<file path="config.mk">
export PLATFORM = sky130hd
export DESIGN_NAME = lane_skew_aligner
export DESIGN_NICKNAME = d
export VERILOG_FILES = /design/src/rtl/skew_align_pkg.sv /design/src/rtl/skew_align_ctrl.sv /design/src/rtl/skew_align_lanes.sv /design/src/rtl/lane_skew_aligner.sv
export SDC_FILE = /design/constraint.sdc
export NUM_CORES = 1
export LEC_CHECK = 0
export BUFFER_PORTS_ARGS = -buffer_cell sky130_fd_sc_hd__buf_2
export CAP_MARGIN = 0
export CORE_MARGIN = 2
export CORE_UTILIZATION = 48
export CTS_BUF_LIST = sky130_fd_sc_hd__clkbuf_4 sky130_fd_sc_hd__clkbuf_8
export CTS_CLUSTER_DIAMETER = 30
export DETAILED_ROUTE_END_ITERATION = 7
export MAX_ROUTING_LAYER = met4
export PLACE_DENSITY = 0.66
export SYNTH_ARGS = -nofsm -noshare
export SYNTH_HDL_FRONTEND = slang
export SYNTH_SLANG_ARGS = --single-unit
</file>
<file path="constraint.sdc">
create_clock -name clk -period 8.8 [get_ports clk]
set_input_delay 1.76 -clock clk [delete_from_list [all_inputs] [get_ports clk]]
set_output_delay 1.76 -clock clk [all_outputs]
set_load 0.05 [all_outputs]
</file>
<file path="src/rtl/skew_align_pkg.sv">
package skew_align_pkg;

  localparam logic [7:0] MARK_CODE = 8'h7C;
  localparam logic [7:0] IDLE_CODE = 8'hBC;

  // strobes from control to the lane FIFOs
  typedef struct packed {
    logic clr;   // empty every FIFO
    logic rdEn;  // advance all read pointers together
    logic show;  // present FIFO heads instead of idle
  } deskew_strobe_t;

endpackage

</file>
<file path="src/rtl/skew_align_ctrl.sv">
module skew_align_ctrl
  import skew_align_pkg::*;
#(
  parameter int LANES  = 4,
  parameter int WINDOW = 10
) (
  input  logic                 clk,
  input  logic                 rst,
  input  logic [LANES*8-1:0]   rxData,
  input  logic [LANES-1:0]     rxCtl,
  input  logic [LANES-1:0]     rxSync,
  output deskew_strobe_t       strb,
  output logic [LANES-1:0]     wrEn,
  output logic                 locked
);

  localparam int CNT_W = $clog2(WINDOW + 1);

  typedef enum logic {HUNT, LOCKED} state_t;

  state_t             state;
  logic [LANES-1:0]   started;
  logic [LANES-1:0]   isMark;
  logic [LANES-1:0]   hit;
  logic [CNT_W-1:0]   winCnt;
  logic               allSync;
  logic               complete;
  logic               expire;

  for (genvar g = 0; g < LANES; g++) begin : g_mark
    assign isMark[g] = rxCtl[g] && (rxData[g*8 +: 8] == MARK_CODE);
  end

  always_comb begin
    allSync  = &rxSync;
    hit      = started | isMark;
    complete = (state == HUNT) && allSync && (&hit);
    expire   = (state == HUNT) && allSync && (|started) && !complete &&
               (winCnt >= CNT_W'(WINDOW - 1));
    strb.clr  = !allSync || expire;
    strb.rdEn = (state == LOCKED) && allSync;
    strb.show = (state == LOCKED);
    if (state == LOCKED)          wrEn = {LANES{allSync}};
    else if (allSync && !expire)  wrEn = hit;
    else                          wrEn = '0;
  end

  always_ff @(posedge clk) begin
    if (rst || strb.clr) begin
      state   <= HUNT;
      started <= '0;
      winCnt  <= '0;
    end else if (state == HUNT) begin
      if (complete) begin
        state   <= LOCKED;
        started <= '1;
      end else begin
        started <= hit;
        if (|hit) winCnt <= winCnt + 1'b1;
      end
    end
  end

  assign locked = (state == LOCKED);

endmodule

</file>
<file path="src/rtl/skew_align_lanes.sv">
module skew_align_lanes
  import skew_align_pkg::*;
#(
  parameter int LANES = 4,
  parameter int DEPTH = 16
) (
  input  logic                 clk,
  input  logic                 rst,
  input  logic [LANES*8-1:0]   rxData,
  input  logic [LANES-1:0]     rxCtl,
  input  deskew_strobe_t       strb,
  input  logic [LANES-1:0]     wrEn,
  output logic [LANES*8-1:0]   outData,
  output logic [LANES-1:0]     outCtl,
  output logic                 outValid
);

  localparam int PTR_W = (DEPTH > 1) ? $clog2(DEPTH) : 1;

  function automatic logic [PTR_W-1:0] nextPtr(input logic [PTR_W-1:0] p);
    return (p == PTR_W'(DEPTH - 1)) ? '0 : p + 1'b1;
  endfunction

  for (genvar g = 0; g < LANES; g++) begin : g_lane
    logic [8:0]       mem [DEPTH];
    logic [PTR_W-1:0] wPtr;
    logic [PTR_W-1:0] rPtr;
    logic [8:0]       head;

    always_ff @(posedge clk) begin
      if (wrEn[g]) mem[wPtr] <= {rxCtl[g], rxData[g*8 +: 8]};
    end

    always_ff @(posedge clk) begin
      if (rst || strb.clr) begin
        wPtr <= '0;
        rPtr <= '0;
      end else begin
        if (wrEn[g])   wPtr <= nextPtr(wPtr);
        if (strb.rdEn) rPtr <= nextPtr(rPtr);
      end
    end

    assign head              = mem[rPtr];
    assign outData[g*8 +: 8] = strb.show ? head[7:0] : IDLE_CODE;
    assign outCtl[g]         = strb.show ? head[8]   : 1'b1;
  end

  assign outValid = strb.show;

endmodule

</file>
<file path="src/rtl/lane_skew_aligner.sv">
module lane_skew_aligner
  import skew_align_pkg::*;
#(
  parameter int LANES  = 4,
  parameter int DEPTH  = 16,
  parameter int WINDOW = 10
) (
  input  logic               clk,
  input  logic               rst,
  input  logic [LANES*8-1:0] rxData,
  input  logic [LANES-1:0]   rxCtl,
  input  logic [LANES-1:0]   rxSync,
  output logic [LANES*8-1:0] outData,
  output logic [LANES-1:0]   outCtl,
  output logic               outValid,
  output logic               alignedOut
);

  deskew_strobe_t   strb;
  logic [LANES-1:0] wrEn;

  skew_align_ctrl #(.LANES(LANES), .WINDOW(WINDOW)) ctrl_i (
    .clk(clk), .rst(rst), .rxData(rxData), .rxCtl(rxCtl), .rxSync(rxSync),
    .strb(strb), .wrEn(wrEn), .locked(alignedOut)
  );

  skew_align_lanes #(.LANES(LANES), .DEPTH(DEPTH)) lanes_i (
    .clk(clk), .rst(rst), .rxData(rxData), .rxCtl(rxCtl),
    .strb(strb), .wrEn(wrEn),
    .outData(outData), .outCtl(outCtl), .outValid(outValid)
  );

endmodule

</file>
==> results of run 1 <==
## where the power goes
group          internal, mW  total (mW)  switching (mW)
registers              3.28        3.28      0.00000966
logic               0.00867      0.0538          0.0452
clock network          1.78        3.01            1.22
total                  5.07        6.34            1.27
## cell families (layout without fill, tap and decap cells)
| kind of cell | count (synthesis) | count (layout) | share of synthesized area (%) |
|---|---|---|---|
| other | 0 | 3 | 0 |
| muxes | 187 | 187 | 16.5 |
| buffers and inverters | 81 | 332 | 1.36 |
| adders and majority gates | 23 | 23 | 1.15 |
| DFF | 633 | 633 | 73.6 |
| and+or+nand+nor | 203 | 203 | 4.95 |
| AOI/OAI and AO/OA | 71 | 71 | 2.16 |
| xor gates and xnor gates | 8 | 8 | 0.280 |
## Yosys cell counts (all sizes together), types with 3 or more instances
cell type	instances
nand3	5
a21oi	32
nor2	38
xor2	6
buf	32
and2	17
o211ai	3
a41oi	5
dfxtp	57
a311oi	4
edfxtp	576
mux2i	7
o21ai	9
o21a	4
inv	14
a31oi	5
or3	4
nor3b	9
nand2	32
nor4	3
clkbuf	35
nand2b	24
and3	27
ha	23
and4	13
nor4b	5
mux4	180
and4b	12
nand3b	3
## worst max-delay path: stages, from the launching register on
cell      delay (ns)
dfxtp_2         0.31
buf_4           0.56
mux4_2          0.60
mux4_2          0.52
nand2b_1        0.18
buf_2           0.24
## placed cells by master, fill, tap and decap left out, drive strengths merged, types with 4 or more instances in the layout
cell,instances
a21oi,32
a311oi,4
a31oi,5
a41oi,5
and2,17
and3,27
and4,13
and4b,12
buf,100
bufinv,12
clkbuf,153
clkinv,37
clkinvlp,11
dfxtp,57
edfxtp,576
ha,23
inv,19
mux2i,7
mux4,180
nand2,32
nand2b,24
nand3,5
nor2,38
nor3b,9
nor4b,5
o21a,4
o21ai,9
or3,4
xor2,6
## flip-flops by register name, indices dropped and copies added, names as in the netlist, named ones only
signal,cells
lanes_i.g_lane.mem,576
lanes_i.g_lane.rPtr,16
ctrl_i.winCnt,4
ctrl_i.locked,1
lanes_i.g_lane.wPtr,16
ctrl_i.started,4
## final cells by class
| class | instances | area [um^2] | area share [%] |
|---|---|---|---|
| flip-flops and latches | 633 | 18400 | 64.1 |
| multi-input cells | 492 | 6310 | 21.9 |
| clock buffers | 153 | 1910 | 6.62 |
| well taps | 680 | 851 | 2.96 |
| clock inverters | 65 | 661 | 2.30 |
| repair buffers | 100 | 553 | 1.92 |
| inverters | 14 | 52.6 | 0.183 |
| diodes | 3 | 7.51 | 0.0261 |
## worst max-delay path by stage
stage,start,slack (ns),to
final,register,3.89,outCtl[0]
after floorplan,rxData[23],4.17,lanes_i.g_lane[1].mem[1][0]
after CTS,register,3.80,outCtl[0]
after detailed placement,rxData[10],3.73,lanes_i.g_lane[1].mem[1][6]
after global placement,rxData[10],3.82,lanes_i.g_lane[1].mem[1][6]
after global routing,register,3.71,outCtl[0]
## metal layers
metal | up-vias | global-route usage (%) | wire (um)
met1 | 6365 | 27.6 | 22700
met5 | - | - | 0
met4 | 0 | 7.21 | 1130
li1 | 5359 | - | -
met2 | 384 | 31.4 | 25500
met3 | 83 | 4.02 | 2950
## through the flow
stage	power (mW)	setup slack (ns)	area [um^2]	util, %	hold slack [ns]
2_1_floorplan	3.34	4.17	25000	-	0.471
5_1_grt	6.54	3.71	28800	56.0	0.549
4_1_cts	6.39	3.80	28800	56.0	0.515
3_5_place_dp	3.39	3.73	26200	51.0	0.507
6_report	6.34	3.89	28800	56.0	0.511
3_3_place_gp	3.39	3.82	26200	51.0	0.491
==> impl_metrics.env, run 1 <==
export IMPL_outcome="finished, final reports clean"
export IMPL_syn_num_nets=1271
export IMPL_synth_top_cell_area_share_pct=69.1
export IMPL_synth_async_reset_ratio_pct=0
export IMPL_synthTopCellsByArea="edfxtp_1, mux4_2, dfxtp_1, ha_1, and3_1"
export IMPL_cts_num_sinks=633
export IMPL_drtIter0Drc=1077
export IMPL_rrSetupSlack_ns=5.50
export IMPL_die_h_um=232
export IMPL_grt_usage_pct=20.5
export IMPL_critPathArrivalTime_ns=3.15
export IMPL_period_minus_slack_ns=4.91
export IMPL_htree_levels=3
export IMPL_setup_tns_final_ns=0
export IMPL_dr_pass1_iters=5
export IMPL_port_buffers=79
export IMPL_rr_startpoint="ctrl_i.locked"
export IMPL_yosysSeqAreaShare_pct=73.6
export IMPL_first_global_vias=12500
export IMPL_slew_headroom_pct=22.3
export IMPL_worst_setup_path_end_kind="output pin"
export IMPL_ys_warn_count=0
export IMPL_design_portCount=80
export IMPL_period_share_pct=55.8
export IMPL_ys_flop_type="edfxtp_1"
export IMPL_hold_buffers=0
export IMPL_hpwl_mm=30.4
export IMPL_grt_pass1_wl_mm=78.0
export IMPL_reg2reg_depth=5
export IMPL_hold_violations=0
export IMPL_vias=12200
export IMPL_crit_fanout=36
export IMPL_fp_row_count=83
export IMPL_overflow=0
export IMPL_max_freq_ghz=0.204
export IMPL_die_x_um=232
export IMPL_viasPerCell=5.70
export IMPL_n_fill_cell=3878
export IMPL_synth_edf_count=576
export IMPL_vdd_drop_max_mv=0.144
export IMPL_routed_wl_mm=52.3
export IMPL_netlist_instances=1206
export IMPL_drc=0
export IMPL_finClkSkew_ns=0.0214
export IMPL_synth_seq_cells=633
export IMPL_dieArea_mm2=0.0540
export IMPL_cts_resized=0
export IMPL_p_per_area_mw_per_mm2=220
export IMPL_hold_class="register to register"
export IMPL_worstHoldPathCells=2
export IMPL_ant_nets=0
export IMPL_grt_setup_unrepaired="false"
export IMPL_slew_violations=0
export IMPL_wl_per_cell_um=24.4
export IMPL_numPlacedInstances=1919
export IMPL_antenna_found_initial=3
export IMPL_cts_root_buf="clkbuf_8"
export IMPL_start_util_pct=48.7
export IMPL_drive_gt1_share_pct=35.3
export IMPL_cts_setup_buffers=0
export IMPL_setup_viol=0
export IMPL_reg2reg_to="lanes_i.g_lane[0].mem[15][1]"
export IMPL_area_delta_synth_final_pct=15.0
export IMPL_cts_tree="built"
export IMPL_tightest_slew_ns=1.16
export IMPL_cts_buffers=117
export IMPL_synth_cell_type_count=61
export IMPL_synth_avg_cell_area_um2=20.8
export IMPL_min_to="lanes_i.g_lane[0].rPtr[1]"
export IMPL_stdcell_count=2140
export IMPL_synth_area_mm2=0.0250
export IMPL_yosys_area_top_type="edfxtp_1"
export IMPL_min_from="lanes_i.g_lane[0].rPtr[1]"
export IMPL_cts_clk_slew_worst_paths_ns=0.06
export IMPL_cp_required_ns=7.04
export IMPL_core_area_mm2=0.0514
export IMPL_nets=1423
export IMPL_critical_path_class="register to output pin"
export IMPL_leakagePower_nw=9.03
export IMPL_clkLatencyLatePin_ns=0.69
export IMPL_globalplace_congestion=0.764
export IMPL_critPathLaunchType="register"
export IMPL_clockBufferDepth=3
export IMPL_cap_violations=0
export IMPL_grt_start_max_net_pins=39
Note: power is estimated with default switching activity, not from simulation.
==> run 2: changes to the inputs <==
==> constraint.sdc (replaced) <==
create_clock -name clk -period 5.1 [get_ports clk]
set_input_delay 1.02 -clock clk [delete_from_list [all_inputs] [get_ports clk]]
set_output_delay 1.02 -clock clk [all_outputs]
set_load 0.05 [all_outputs]
==> run 2 against run 1 <==
Global-route usage fell by 0.065 points; count of clock-buffer cells in the layout decreased by 3; cell area grew 0.80%; sequential share of layout area fell by 0.51 points; core utilization rose by 0.45 points; clock skew rose by 0.0014 ns; worst hold slack lost 0.0023 ns; via count rose by 1.2%; critical path depth stayed put; routed wire length about the same; critical path type unchanged; largest cell class unchanged; highest routed layer unchanged.
==> impl_metrics.env, run 2 (same netlist as run 1, synthesis figures left out) <==
export IMPL_outcome="finished, final reports clean"
export IMPL_start_util_pct=48.7
export IMPL_stdcell_count=2162
export IMPL_wl_per_cell_um=24.2
export IMPL_overflow=0
export IMPL_hpwl_mm=31.2
export IMPL_hold_buffers=0
export IMPL_final_common_cell="edfxtp_1"
export IMPL_slew_violations=0
export IMPL_max_stage_delay_ns=0.81
export IMPL_cts_buffers=121
export IMPL_cts_tree="built"
export IMPL_cp_slowest_cell="dfxtp_2"
export IMPL_min_from="ctrl_i.winCnt[3]"
export IMPL_grt_setup_unrepaired="false"
export IMPL_fp_row_count=83
export IMPL_cp_required_ns=4.08
export IMPL_hold_violations=0
export IMPL_worst_setup_path_end_kind="output pin"
export IMPL_drive_gt1_share_pct=36.3
export IMPL_critPathLaunchType="register"
export IMPL_cts_setup_buffers=0
export IMPL_nets=1443
export IMPL_core_area_mm2=0.0514
export IMPL_mostFrequentLayoutCells="edfxtp_1, mux4_2, clkbuf_8"
export IMPL_top_register="lanes_i.g_lane.mem"
export IMPL_final_core_util_pct=56.4
export IMPL_setup_viol=0
export IMPL_hold_class="register to register"
export IMPL_leakagePower_nw=9.16
export IMPL_cts_clk_slew_worst_paths_ns=0.06
export IMPL_routed_wl_mm=52.3
export IMPL_dieArea_mm2=0.0540
export IMPL_vdd_drop_max_mv=0.290
export IMPL_rr_startpoint="ctrl_i.winCnt[0]"
export IMPL_vias=12300
export IMPL_p_per_area_mw_per_mm2=381
export IMPL_clockBufferDepth=3
export IMPL_ant_nets=0
export IMPL_clkLatencyLatePin_ns=0.70
export IMPL_port_buffers=79
export IMPL_grt_pass1_wl_mm=78.1
export IMPL_critical_path_class="register to output pin"
export IMPL_slew_headroom_pct=19.6
export IMPL_globalplace_congestion=0.761
export IMPL_viasPerCell=5.71
export IMPL_cts_root_buf="clkbuf_8"
export IMPL_dpl_worst_slack_ns=0.869
export IMPL_cap_violations=0
export IMPL_drtIter0Drc=1049
export IMPL_grt_start_max_net_pins=37
export IMPL_htree_levels=3
export IMPL_finClkSkew_ns=0.0228
export IMPL_grt_usage_pct=20.4
export IMPL_cp_top_family="multiplexers"
export IMPL_hold_slack_ns=0.509
export IMPL_design_portCount=80
export IMPL_reg_top3="lanes_i.g_lane.mem x576, lanes_i.g_lane.rPtr x16, lanes_i.g_lane.wPtr x16"
export IMPL_area_delta_synth_final_pct=15.9
export IMPL_period_share_pct=83.4
export IMPL_die_h_um=232
export IMPL_tightest_slew_ns=1.19
export IMPL_die_x_um=232
export IMPL_crit_path_frequent_cell="mux4_2"
export IMPL_setup_tns_final_ns=0
export IMPL_first_global_vias=12500
export IMPL_critPathArrivalTime_ns=3.23
export IMPL_antenna_found_initial=2
export IMPL_dr_pass1_iters=5
export IMPL_crit_buf_inv=2
export IMPL_drc=0
export IMPL_path_cells="buf_12 -> mux4_2 -> mux4_2 -> nand2b_1 -> buf_2"
export IMPL_cts_resized=0
export IMPL_largest_register_ffs=576
export IMPL_crit_fanout=19
export IMPL_max_freq_ghz=0.235
export IMPL_period_minus_slack_ns=4.25
export IMPL_numPlacedInstances=1935
export IMPL_cts_num_sinks=633
export IMPL_setup_slack_ns=0.848
==> run 2: changes by cell type in the layout (fill, tap and decap cells not counted), sizes merged <==
cell      change
clkinvlp      +2
clkbuf        -3
buf          +16
inv           -4
clkinv       +10
diode         -1
bufinv        +2
==> run 2: final timing paths <==
path                                       end  slack (ns)  cells after the start
setup / recovery                     outCtl[0]        0.85                      5
hold / removal                ctrl_i.winCnt[3]        0.51                      2
setup reg to reg  lanes_i.g_lane[1].mem[11][2]        1.88                      8
hold reg to reg               ctrl_i.winCnt[3]        0.51                      2
==> run 2: metrics by stage <==
step                power (mW)  instance area [um^2]
floorplan                 5.77                 25000
global placement          5.85                 26400
detailed placement        5.86                 26400
CTS                       11.2                 29000
global route              11.4                 29000
finish                    11.1                 29000
==> run 2: area by class of cell <==
| type | count | area [um^2] |
|---|---|---|
| fillers | 3863 | 22400 |
| flip-flops and latches | 633 | 18400 |
| multi-input cells | 492 | 6310 |
| clock buffers | 150 | 1900 |
| well taps | 680 | 851 |
| clock inverters | 75 | 751 |
| repair buffers | 116 | 698 |
| inverters | 14 | 52.6 |
| diodes | 2 | 5.00 |
==> run 2: where the power goes <==
group	internal, mW	total, mW	leakage, nW	switching, mW
clock network	3.18	5.32	1.35	2.14
logic	0.0160	0.0952	2.18	0.0792
registers	5.65	5.65	5.64	0.0000171
total	8.85	11.1	9.16	2.22
==> run 2: metal layers <==
| layer | up-vias | GRT usage, % | share of wire (%) |
|---|---|---|---|
| met3 | 71 | 3.96 | 5.9 |
| met5 | - | - | 0 |
| li1 | 5393 | - | - |
| met4 | 0 | 7.03 | 1.9 |
| met1 | 6500 | 27.8 | 44 |
| met2 | 376 | 31.1 | 48 |
==> run 2: worst register-to-register path: stages, from the launching register on <==
cell and delay [ns]:
dfxtp_1 0.38, inv_1 0.09, ha_1 0.20, nor3b_1 0.15
nor4b_1 1.00, o21a_1 0.35, a21o_2 0.27, nor2_1 0.11
and3_1 0.39
